$ cat src/rtl/fpm_pkg.sv
package fpm_pkg;
  localparam int DEF_CNT_W   = 13;
  localparam int DEF_DIV     = 16;
  localparam int DEF_SYNC    = 2;
  localparam int BYTE_W      = 8;
  localparam int PAIR_W      = 2 * BYTE_W;
endpackage

$ cat src/rtl/fpm_sync_edge.sv
module fpm_sync_edge #(
  parameter int STAGES = fpm_pkg::DEF_SYNC
) (
  input  logic clk,
  input  logic rst_n,
  input  logic din,
  output logic rise
);
  logic [STAGES:0] sh_q;

  always_ff @(posedge clk or negedge rst_n) begin
    if (!rst_n) sh_q <= '0;
    else        sh_q <= {sh_q[STAGES-1:0], din};
  end

  assign rise = sh_q[STAGES-1] & ~sh_q[STAGES];


  single_rise_chk: assert property (@(posedge clk) disable iff (!rst_n)
    rise |=> !rise);
endmodule

$ cat src/rtl/fpm_prescaler.sv
module fpm_prescaler #(
  parameter int DIV = fpm_pkg::DEF_DIV
) (
  input  logic clk,
  input  logic rst_n,
  input  logic clr,
  output logic tick
);
  localparam int PW = (DIV > 1) ? $clog2(DIV) : 1;
  localparam logic [PW-1:0] LAST = PW'(DIV - 1);

  logic [PW-1:0] pre_q;

  assign tick = (pre_q == LAST);

  always_ff @(posedge clk or negedge rst_n) begin
    if (!rst_n)     pre_q <= '0;
    else if (clr)   pre_q <= '0;
    else if (tick)  pre_q <= '0;
    else            pre_q <= pre_q + 1'b1;
  end


  tick_spacing_chk: assert property (@(posedge clk) disable iff (!rst_n)
    tick |=> !tick);

  pre_restart_chk: assert property (@(posedge clk) disable iff (!rst_n)
    clr |=> !tick);
endmodule

$ cat src/rtl/fpm_period_ctr.sv
module fpm_period_ctr #(
  parameter int W = fpm_pkg::DEF_CNT_W
) (
  input  logic         clk,
  input  logic         rst_n,
  input  logic         clr,
  input  logic         tick,
  output logic [W-1:0] lat_o,
  output logic         full_o
);
  localparam logic [W-1:0] TOP = {W{1'b1}};

  logic [W-1:0] cnt_q, lat_q, cnt_nxt;
  logic [1:0]   seen_q;

  always_comb begin
    cnt_nxt = cnt_q;
    if (tick && (cnt_q != TOP)) cnt_nxt = cnt_q + 1'b1;
  end

  always_ff @(posedge clk or negedge rst_n) begin
    if (!rst_n) begin
      cnt_q  <= '0;
      lat_q  <= '0;
      seen_q <= '0;
    end else if (clr) begin
      lat_q  <= cnt_nxt;
      cnt_q  <= '0;
      if (seen_q != 2'd2) seen_q <= seen_q + 1'b1;
    end else begin
      cnt_q  <= cnt_nxt;
    end
  end

  assign lat_o  = lat_q;
  assign full_o = (seen_q == 2'd2);


  sat_hold_chk: assert property (@(posedge clk) disable iff (!rst_n)
    (cnt_q == TOP) && !clr |=> (cnt_q == TOP));

  lat_steady_chk: assert property (@(posedge clk) disable iff (!rst_n)
    !clr |=> $stable(lat_q));

  cnt_restart_chk: assert property (@(posedge clk) disable iff (!rst_n)
    clr |=> (cnt_q == '0));
endmodule

$ cat src/rtl/frame_period_meter.sv
module frame_period_meter #(
  parameter int CNT_W       = fpm_pkg::DEF_CNT_W,
  parameter int TICK_DIV    = fpm_pkg::DEF_DIV,
  parameter int SYNC_STAGES = fpm_pkg::DEF_SYNC
) (
  input  logic       clk,
  input  logic       rst_n,
  input  logic       vsync_i,
  input  logic       vdet_i,
  output logic [7:0] period_hi_o,
  output logic [7:0] period_lo_o,
  output logic       period_valid_o
);
  localparam int PW = fpm_pkg::PAIR_W;

  logic             rise, tick, full;
  logic [CNT_W-1:0] lat;
  logic [PW-1:0]    pair;

  fpm_sync_edge #(.STAGES(SYNC_STAGES)) u_sync (
    .clk(clk), .rst_n(rst_n), .din(vsync_i), .rise(rise));

  fpm_prescaler #(.DIV(TICK_DIV)) u_pre (
    .clk(clk), .rst_n(rst_n), .clr(rise), .tick(tick));

  fpm_period_ctr #(.W(CNT_W)) u_ctr (
    .clk(clk), .rst_n(rst_n), .clr(rise), .tick(tick),
    .lat_o(lat), .full_o(full));

  assign pair           = PW'(lat);
  assign period_hi_o    = pair[PW-1:fpm_pkg::BYTE_W];
  assign period_lo_o    = pair[fpm_pkg::BYTE_W-1:0];
  assign period_valid_o = vdet_i & full;


  valid_gate_chk: assert property (@(posedge clk) disable iff (!rst_n)
    !vdet_i |-> !period_valid_o);

  hi_pad_chk: assert property (@(posedge clk) disable iff (!rst_n)
    {8'd0, period_hi_o} < (16'd1 << (CNT_W - fpm_pkg::BYTE_W)));
endmodule

$ cat config.mk
export PLATFORM = sky130hd
export DESIGN_NAME = frame_period_meter
export DESIGN_NICKNAME = d
export VERILOG_FILES = /design/src/rtl/fpm_pkg.sv /design/src/rtl/fpm_sync_edge.sv /design/src/rtl/fpm_prescaler.sv /design/src/rtl/fpm_period_ctr.sv /design/src/rtl/frame_period_meter.sv
export SDC_FILE = /design/constraint.sdc
export NUM_CORES = 1
export LEC_CHECK = 0
export ABC_AREA = 1
export CORE_AREA = 2 2 79 81
export DETAILED_ROUTE_END_ITERATION = 7
export DIE_AREA = 0 0 81 83
export MAX_ROUTING_LAYER = met4
export SETUP_SLACK_MARGIN = 0.5
export SLEW_MARGIN = 5
export SYNTH_ARGS = -nofsm -noshare
export SYNTH_HDL_FRONTEND = slang
export SYNTH_HIERARCHICAL = 1
export SYNTH_SLANG_ARGS = --single-unit
$ cat constraint.sdc
create_clock -name clk -period 3.98 [get_ports clk]
set_input_delay 0.398 -clock clk [delete_from_list [all_inputs] [get_ports clk]]
set_output_delay 0.398 -clock clk [all_outputs]
set_load 0.01 [all_outputs]
After elaboration in Yosys (flattened, before gate mapping)
Index checks and enable logic that the tools add are counted.
{ "totals": {"regBits": 35, "input_bits": 4, "out_inout_bits": 17} }
{ "op_classes": {"addsub": 3, "n_eq_ne": 4, "muxes": 4, "n_bitwise": 3, "reduce_logical": 2} }
{ "ops": {"columns": ["operator", "count"], "rows": [
  ["two-way mux 13 bit", 2],
  ["adder 13 x 1 -> 13 bit (second input constant)", 1],
  ["inequality test 13 bit (second input constant)", 1],
  ["two-way mux 4 bit", 2],
  ["adder 4 x 1 -> 4 bit (second input constant)", 1],
  ["== test 4 bit (second input constant)", 1],
  ["adder 2 x 1 -> 2 bit (second input constant)", 1],
  ["bitwise AND 1 bit", 2],
  ["== test 2 bit (second input constant)", 1],
  ["inequality test 2 bit (second input constant)", 1],
  ["AND reduction 2 bit", 1],
  ["logical AND 1 bit", 1],
  ["NOT 1 bit", 1]
]} }

Logic depth before layout (Yosys ltp)
Gate-level depths: netlist of the first run.
{ "depth": {"word_depth": 4, "ltp_mapped": 15, "ltp_nobuf": 14} }

Hierarchy
The synthesis of the first run kept the hierarchy.
{ "by_module_without_submodules": {"columns": ["mod", "instances", "cells_each", "area_per_inst_um2", "seq_area_each_um2"], "rows": [
  ["fpm_period_ctr", 1, 189, 1417.6, 700.7],
  ["fpm_prescaler", 1, 22, 188.9, 100.1],
  ["fpm_sync_edge", 1, 5, 85.1, 75.1],
  ["frame_period_meter", 1, 6, 33.8, 0.0]
]} }

Worst setup path before layout of the first run
Ideal clock, no wire load.
{ "synth_timing": {"path_kind": "register -> register", "startpoint": "register u_pre.pre_q[0]", "endpoint": "register u_ctr.lat_q[11], in the netlist u_ctr/lat_o[11]", "setup_time_ns": 0.117, "arrival_time_ns": 1.545, "required_ns": 3.863, "path_slack_ns": 2.318, "path_stages_with_launch": 16, "n_path_buf": 1, "period_less_slack_ns": 1.662, "cell_sequence": "dfrtp_1 -> ha_1 -> nand2_1 -> inv_2 -> nand2_2 -> inv_1 -> buf_6 -> nand2_1 -> nor2_1 -> nand3_1 -> nor2_1 -> nand2_1 -> nand2_1 -> nand2_1 -> nand2_1 -> nand2_1"} }
{ "synth_via": {"elab_chain_cells": 3} }
{ "synth_rtl": {"columns": ["element", "line_no", "rtl"], "rows": [
  ["start, declared", "fpm_prescaler.sv:12", "logic [PW-1:0] pre_q;"],
  ["start signal, assigned", "fpm_prescaler.sv:20", "else pre_q <= pre_q + 1'b1;"],
  ["== test 4 bit", "fpm_prescaler.sv:14", "assign tick = (pre_q == LAST);"],
  ["named net tick", "frame_period_meter.sv:16", "logic rise, tick, full;"],
  ["logical AND 1 bit", "fpm_period_ctr.sv:18", "if (tick && (cnt_q != TOP)) cnt_nxt = cnt_q + 1'b1;"],
  ["two-way mux 13 bit", "fpm_period_ctr.sv:18", null],
  ["end signal, assigned", "fpm_period_ctr.sv:27", "lat_q <= cnt_nxt;"],
  ["end, declared", "fpm_period_ctr.sv:13", "logic [W-1:0] cnt_q, lat_q, cnt_nxt;"]
]} }
The timed path passes the listed nets, and every way through them passes these cells.
A chain may end at the register's enable or synchronous reset.

Final worst setup path of the first run
Ends and elaborated chain as after synthesis.

==> metrics, run 1 <==
outcome=complete, no violations; gpl congestion=0.8623; Register Area=875.8 µm²; Cells after DPL=308; DRT antenna net count=0; drt first-iter violations=66; CTS Hold Bufs=0; TNS Setup=0 ps; power density cells=369.2 nW/µm²; crit path DAT=2090 ps; syn avg cell area=7.772 µm²; starting density of the core=0.2967; Synth warnings=6; area of the multi-input gates=675.6 µm²; flops & latches, synth=35; DR vias/cell=4.291; Peak VDD IR=122.7 µV; chip height=83 µm; max_cap viols=0; layout cells sized above 1=0.07469; diode count=0; Final min period=1911 ps; cells after synthesis=222; area grow syn2layout=17.55%; Yosys cell types=23; CP Launch Type=register; Core ar.=5816 µm²; FF-to-FF setup slack=2070 ps; Worst R2R Start=u_pre/pre_q[0]; Worst Hold Launch=u_sync/sh_q[0]; via count=1,356; hold crit path type=reg2reg; hold path endpoint=u_sync/sh_q[1]; Final Hold Violating Endpoints=0; first-pass GRT wire length=5361 µm; Port Buffers=17; Reg2Reg Depth=14; Crit Path Category=reg2reg; Final setup viols=0; setup bufs post-CTS=0; unrepaired setup endpoints after global routing=no; H-tree levels=2; deepest clock path buffer count=2; Critical R2R Capture=u_ctr/lat_o[11]; drt drc=0; Die Wd=81 µm; final wirelength=3113 µm; CTS Buf Count=5; P_leak=0.001052 µW; filler cell count in the final layout=622; period utilization=0.4801; Worst Path Required=4150 ps; die area=6723 µm²; clk root buf=clkbuf_8; fmax=523.4 MHz; most frequent cells in the layout=79 x nand2_1, 35 x dfrtp_1, 28 x inv_1, 27 x nand3_1, 21 x nor2_1; post-DP HPWL=2199 µm; Reg clk slew, reported paths=70 ps; critical path peak fanout=8; # resized after CTS=0; Final Net Count=247; Post-DP Area=1939 µm²; Finished Layout Cells=316; Syn Std Cell Area=1725 µm²; Detailed Routing Iterations Pass 1=4; Worst Tran Pin Value=573.6 ps; final worst setup slack=2069 ps; overflow left after global routing=0; vias in the first global route=1,230; Worst setup EP type=register; fin area=2028 µm²; Fin Clk Skew=6.669 ps; CTS tree=built; Slew HR=0.6172; DR WL/cell=9.851 µm; Global Route Usage Sum=0.1061; leading cell type in the layout, fill and taps excluded=nand2_1; TritonCTS Sinks=35; initial antenna violation count=0; I/O pin count=21; sequential share of the synthesized area=0.5076; row count=28; largest net degree at the start of global routing=36; pre-CTS WS=2080 ps; Hold Path Stages=0; Clock Latency Late Sink=280 ps; final slew viol count=0
[cell type report]
cell class | instances | share of cell area
Inverter | 29 | 0.05367
Sequential cell | 35 | 0.4318
Multi-Input combinational cell | 150 | 0.3331
Clock inverter | 3 | 0.009870
Clock buffer | 5 | 0.03393
Timing Repair Buffer | 19 | 0.09130
Tap cell | 75 | 0.04627
[routing by layer]
| metal | vias to the layer above | GRT usage | routed length, µm |
|---|---|---|---|
| met5 | - | - | 0 |
| met4 | 0 | 0.04777 | 68 |
| met3 | 6 | 0.02935 | 131 |
| met2 | 25 | 0.1615 | 1390 |
| met1 | 616 | 0.1301 | 1524 |
| li1 | 709 | - | - |
[worst max-delay path by stage]
stage                         from  slack (ps)  depth (start not counted)         endpoint
finish              u_pre/pre_q[0]        2070                         14  u_ctr/lat_o[11]
global route        u_pre/pre_q[0]        1780                         14  u_ctr/lat_o[11]
CTS                 u_pre/pre_q[0]        2060                         14  u_ctr/lat_o[11]
global placement            vdet_i        2130                          4   period_valid_o
detailed placement  u_pre/pre_q[0]        2080                         14  u_ctr/lat_o[11]
floorplan           u_pre/pre_q[0]        2320                         15  u_ctr/lat_o[11]
[synth_stat cells (all sizes together)]
library cell | instances | area [µm²]
nand2 | 82 | 315.3
dfrtp | 35 | 875.8
inv | 29 | 108.9
nand3 | 27 | 135.1
nor2 | 23 | 91.34
buf | 7 | 61.30
clkbuf | 3 | 11.26
ha | 3 | 37.54
o21ai | 3 | 15.01
nand4 | 2 | 12.51
a21oi | 1 | 5.000
and2 | 1 | 6.260
conb | 1 | 3.750
nand3b | 1 | 7.510
nor3 | 1 | 16.27
o21bai | 1 | 7.510
or2 | 1 | 6.260
xor2 | 1 | 8.760
[worst max-delay path, cell delays in order, from the launching register on]
cell and delay, ps:
dfrtp_1 390, ha_1 180, nand2_1 70, inv_2 60
nand2_2 50, inv_1 180, nand2_1 80, nor2_1 240
nand3_1 140, nor2_1 150, nand2_1 60, nand2_1 80
nand2_1 50, nand2_1 50, nand2_1 50
[stage by stage]
step | util | hold slack [ps] | power, µW
after floorplan | - | 102.4 | 474.7
after global placement | 0.3335 | 331.9 | 503.5
after detailed placement | 0.3335 | 339.5 | 507.6
after CTS | 0.3488 | 357.9 | 760.9
after global routing | 0.3488 | 359.7 | 799.4
final | 0.3488 | 355.8 | 748.7
[registers in the layout, summed over array words and instances (netlist names)]
register and flops:
u_ctr/cnt_q 13, u_ctr/lat_o 13, u_ctr/seen_q 2, u_pre/pre_q 4
u_sync/sh_q 3
[report_power, final]
| part | leakage, µW | internal, µW | switching [µW] |
|---|---|---|---|
| clock | 0.0000402 | 122 | 128 |
| combinational | 0.000539 | 38.6 | 52.5 |
| sequential | 0.000473 | 386 | 21.4 |
| total | 0.00105 | 547 | 202 |
[kinds of logic after synthesis]
group | synth area share
AND/OR/NAND/NOR | 0.3423
buffers and inverters | 0.1051
flip-flops | 0.5076
AO/OA/AOI/OAI | 0.01595
adder cells (fa/ha/maj) | 0.02176
XOR/XNOR | 0.005077
other | 0.002173
Note: power is estimated with default switching activity, not from simulation.
==> inputs of run 2 (changes only) <==
clock period = 1.6 ns   (was 3.98 ns; I/O delays follow)
==> run 2 against run 1 <==
Effect of this change: critical path depth fell by 6; die area did not move; cell area rose by 28%; count of clock-buffer cells in the layout rose by 1; sequential power rose to 2.5 times the previous value; combinational power rose to 4.4 times the previous value; cell count rose by 9.5%; sequential share of layout area fell by 9.5 points; clock power rose to 3.3 times the previous value; worst setup slack got worse by 2100 ps; non-clock buffer count rose by 30; via count rose by 13%; critical path type unchanged; largest power group unchanged.
==> metrics, run 2 (synthesis results as in run 1) <==
outcome=complete, no violations; DR vias/cell=4.428; Final Hold Violating Endpoints=0; I/O pin count=21; die area=6723 µm²; Comb pwr share=0.176; most frequent cells in the layout=55 x nand2_1, 35 x dfrtp_1, 21 x inv_1, 20 x buf_4, 18 x nand2_2; crit-path max cell delay=420 ps; worst path cell trace=ha_4, nand3_4, nor3_4, buf_4, buf_6, nand2_2, o21bai_1, and2_1; DR WL/cell=11.97 µm; via count=1,532; Cells after DPL=323; critical path peak fanout=3; area grow syn2layout=50.76%; met3 wire length=145 µm; pre-CTS WS=5.411 ps; largest net degree at the start of global routing=36; Crit Path Category=reg2reg; Port Buffers=17; final slew viol count=0; sw frac=0.2585; Final Net Count=277; filler cell count in the final layout=590; final worst setup slack=6.774 ps; Fin Clk Skew=6.546 ps; max_cap viols=0; share of power burned in registers=0.458; unrepaired setup endpoints after global routing=yes; CP Launch Type=register; post-DP HPWL=2424 µm; vias in the first global route=1,400; CTS Hold Bufs=0; overflow left after global routing=0; first-pass GRT wire length=6189 µm; FF-to-FF setup slack=7 ps; M1 wire length=1842 µm; Met2 Routed Length=2047 µm; CTS tree=built; H-tree levels=2; fmax=627.7 MHz; period utilization=0.9958; final wirelength=4143 µm; Internal Power=1670 µW; Sw Pwr=582.1 µW; clk root buf=clkbuf_8; drt drc=0; Detailed Routing Iterations Pass 1=4; Core ar.=5816 µm²; Global Route Usage Sum=0.1235; Final min period=1593 ps; total power=2252 µW; hold crit path type=in2async; worst hold slack=277.5 ps; power density cells=865.6 nW/µm²; DRT antenna net count=0; leading cell type in the layout, fill and taps excluded=nand2_1; layout cells sized above 1=0.4317; deepest clock path buffer count=2; drt first-iter violations=58; Reg2Reg Depth=8; CTS Buf Count=5; Finished Layout Cells=346; P_leak=0.001333 µW; chip height=83 µm; Critical-path top delay cell=dfrtp_1; starting density of the core=0.2967; Peak VDD IR=520.7 µV; diode count=0; Reg clk slew, reported paths=70 ps; Final Core Density=0.4473; initial antenna violation count=0; clock share of power=0.365; TritonCTS Sinks=35; crit path DAT=1820 ps; Die Wd=81 µm; Clock Latency Late Sink=290 ps; Worst setup EP type=register; Final setup viols=0; Worst Path Required=1830 ps; gpl congestion=0.8527; Max Used Layer=met4; row count=28
[run 2: routing by layer]
layer  GRT usage  up-vias
met5           -        -
li1            -      764
met2      0.1773       26
met1      0.1553      733
met3     0.03478        9
met4     0.06780        0
[run 2: path summary, 6_finish.rpt]
path	startpoint	endpoint
max in group asynchronous	rst_n	u_ctr/lat_o[11]
max reg2reg	u_ctr/cnt_q[1]	u_ctr/cnt_q[12]
min reg2reg	u_sync/sh_q[0]	u_sync/sh_q[1]
min	rst_n	u_ctr/lat_o[5]
max	u_ctr/cnt_q[1]	u_ctr/cnt_q[12]
min in group clk	vsync_i	u_sync/sh_q[0]
[run 2: layout make-up]
cell class	count	area (µm²)	share of cell area
Clock inverter	2	35.03	0.01347
Sequential cell	35	875.8	0.3367
Inverter	29	116.4	0.04473
Clock buffer	6	82.58	0.03175
Multi-Input combinational cell	150	952.2	0.3660
Tap cell	75	93.84	0.03608
Timing Repair Buffer	49	445.4	0.1712
[run 2: through the flow]
stage	instance area, µm²	setup TNS (ps)
2_1_floorplan	1760	0
3_3_place_gp	2092	0
3_5_place_dp	2092	0
4_1_cts	2321	0
5_1_grt	2601	-1413
6_report	2601	0
[run 2: power by group through the flow]
stage | sequential [µW] | clock, µW | combinational (µW)
after detailed placement | 1030 | 0 | 257
after floorplan | 1020 | 0 | 161
after CTS | 1010 | 854 | 289
after global routing | 1040 | 899 | 451
final | 1030 | 823 | 397
after global placement | 1020 | 0 | 249
[run 2: worst max-delay path, delay by kind of cell, from the launching register on]
family          cells  cell delay (ps)
flops               1              420
buf+inv             2              250
simple gates        4              520
compound gates      1              170
fa+ha+maj           1              180
[run 2: timing repair]
item | 4_1_cts | 5_1_grt
setup endpoints to repair | 45 | 42
gates cloned | 0 | 2
buffers inserted | 4 | 9
hold endpoints to repair | 0 | 0
pin swaps | 23 | 33
gates resized for setup | 54 | 72
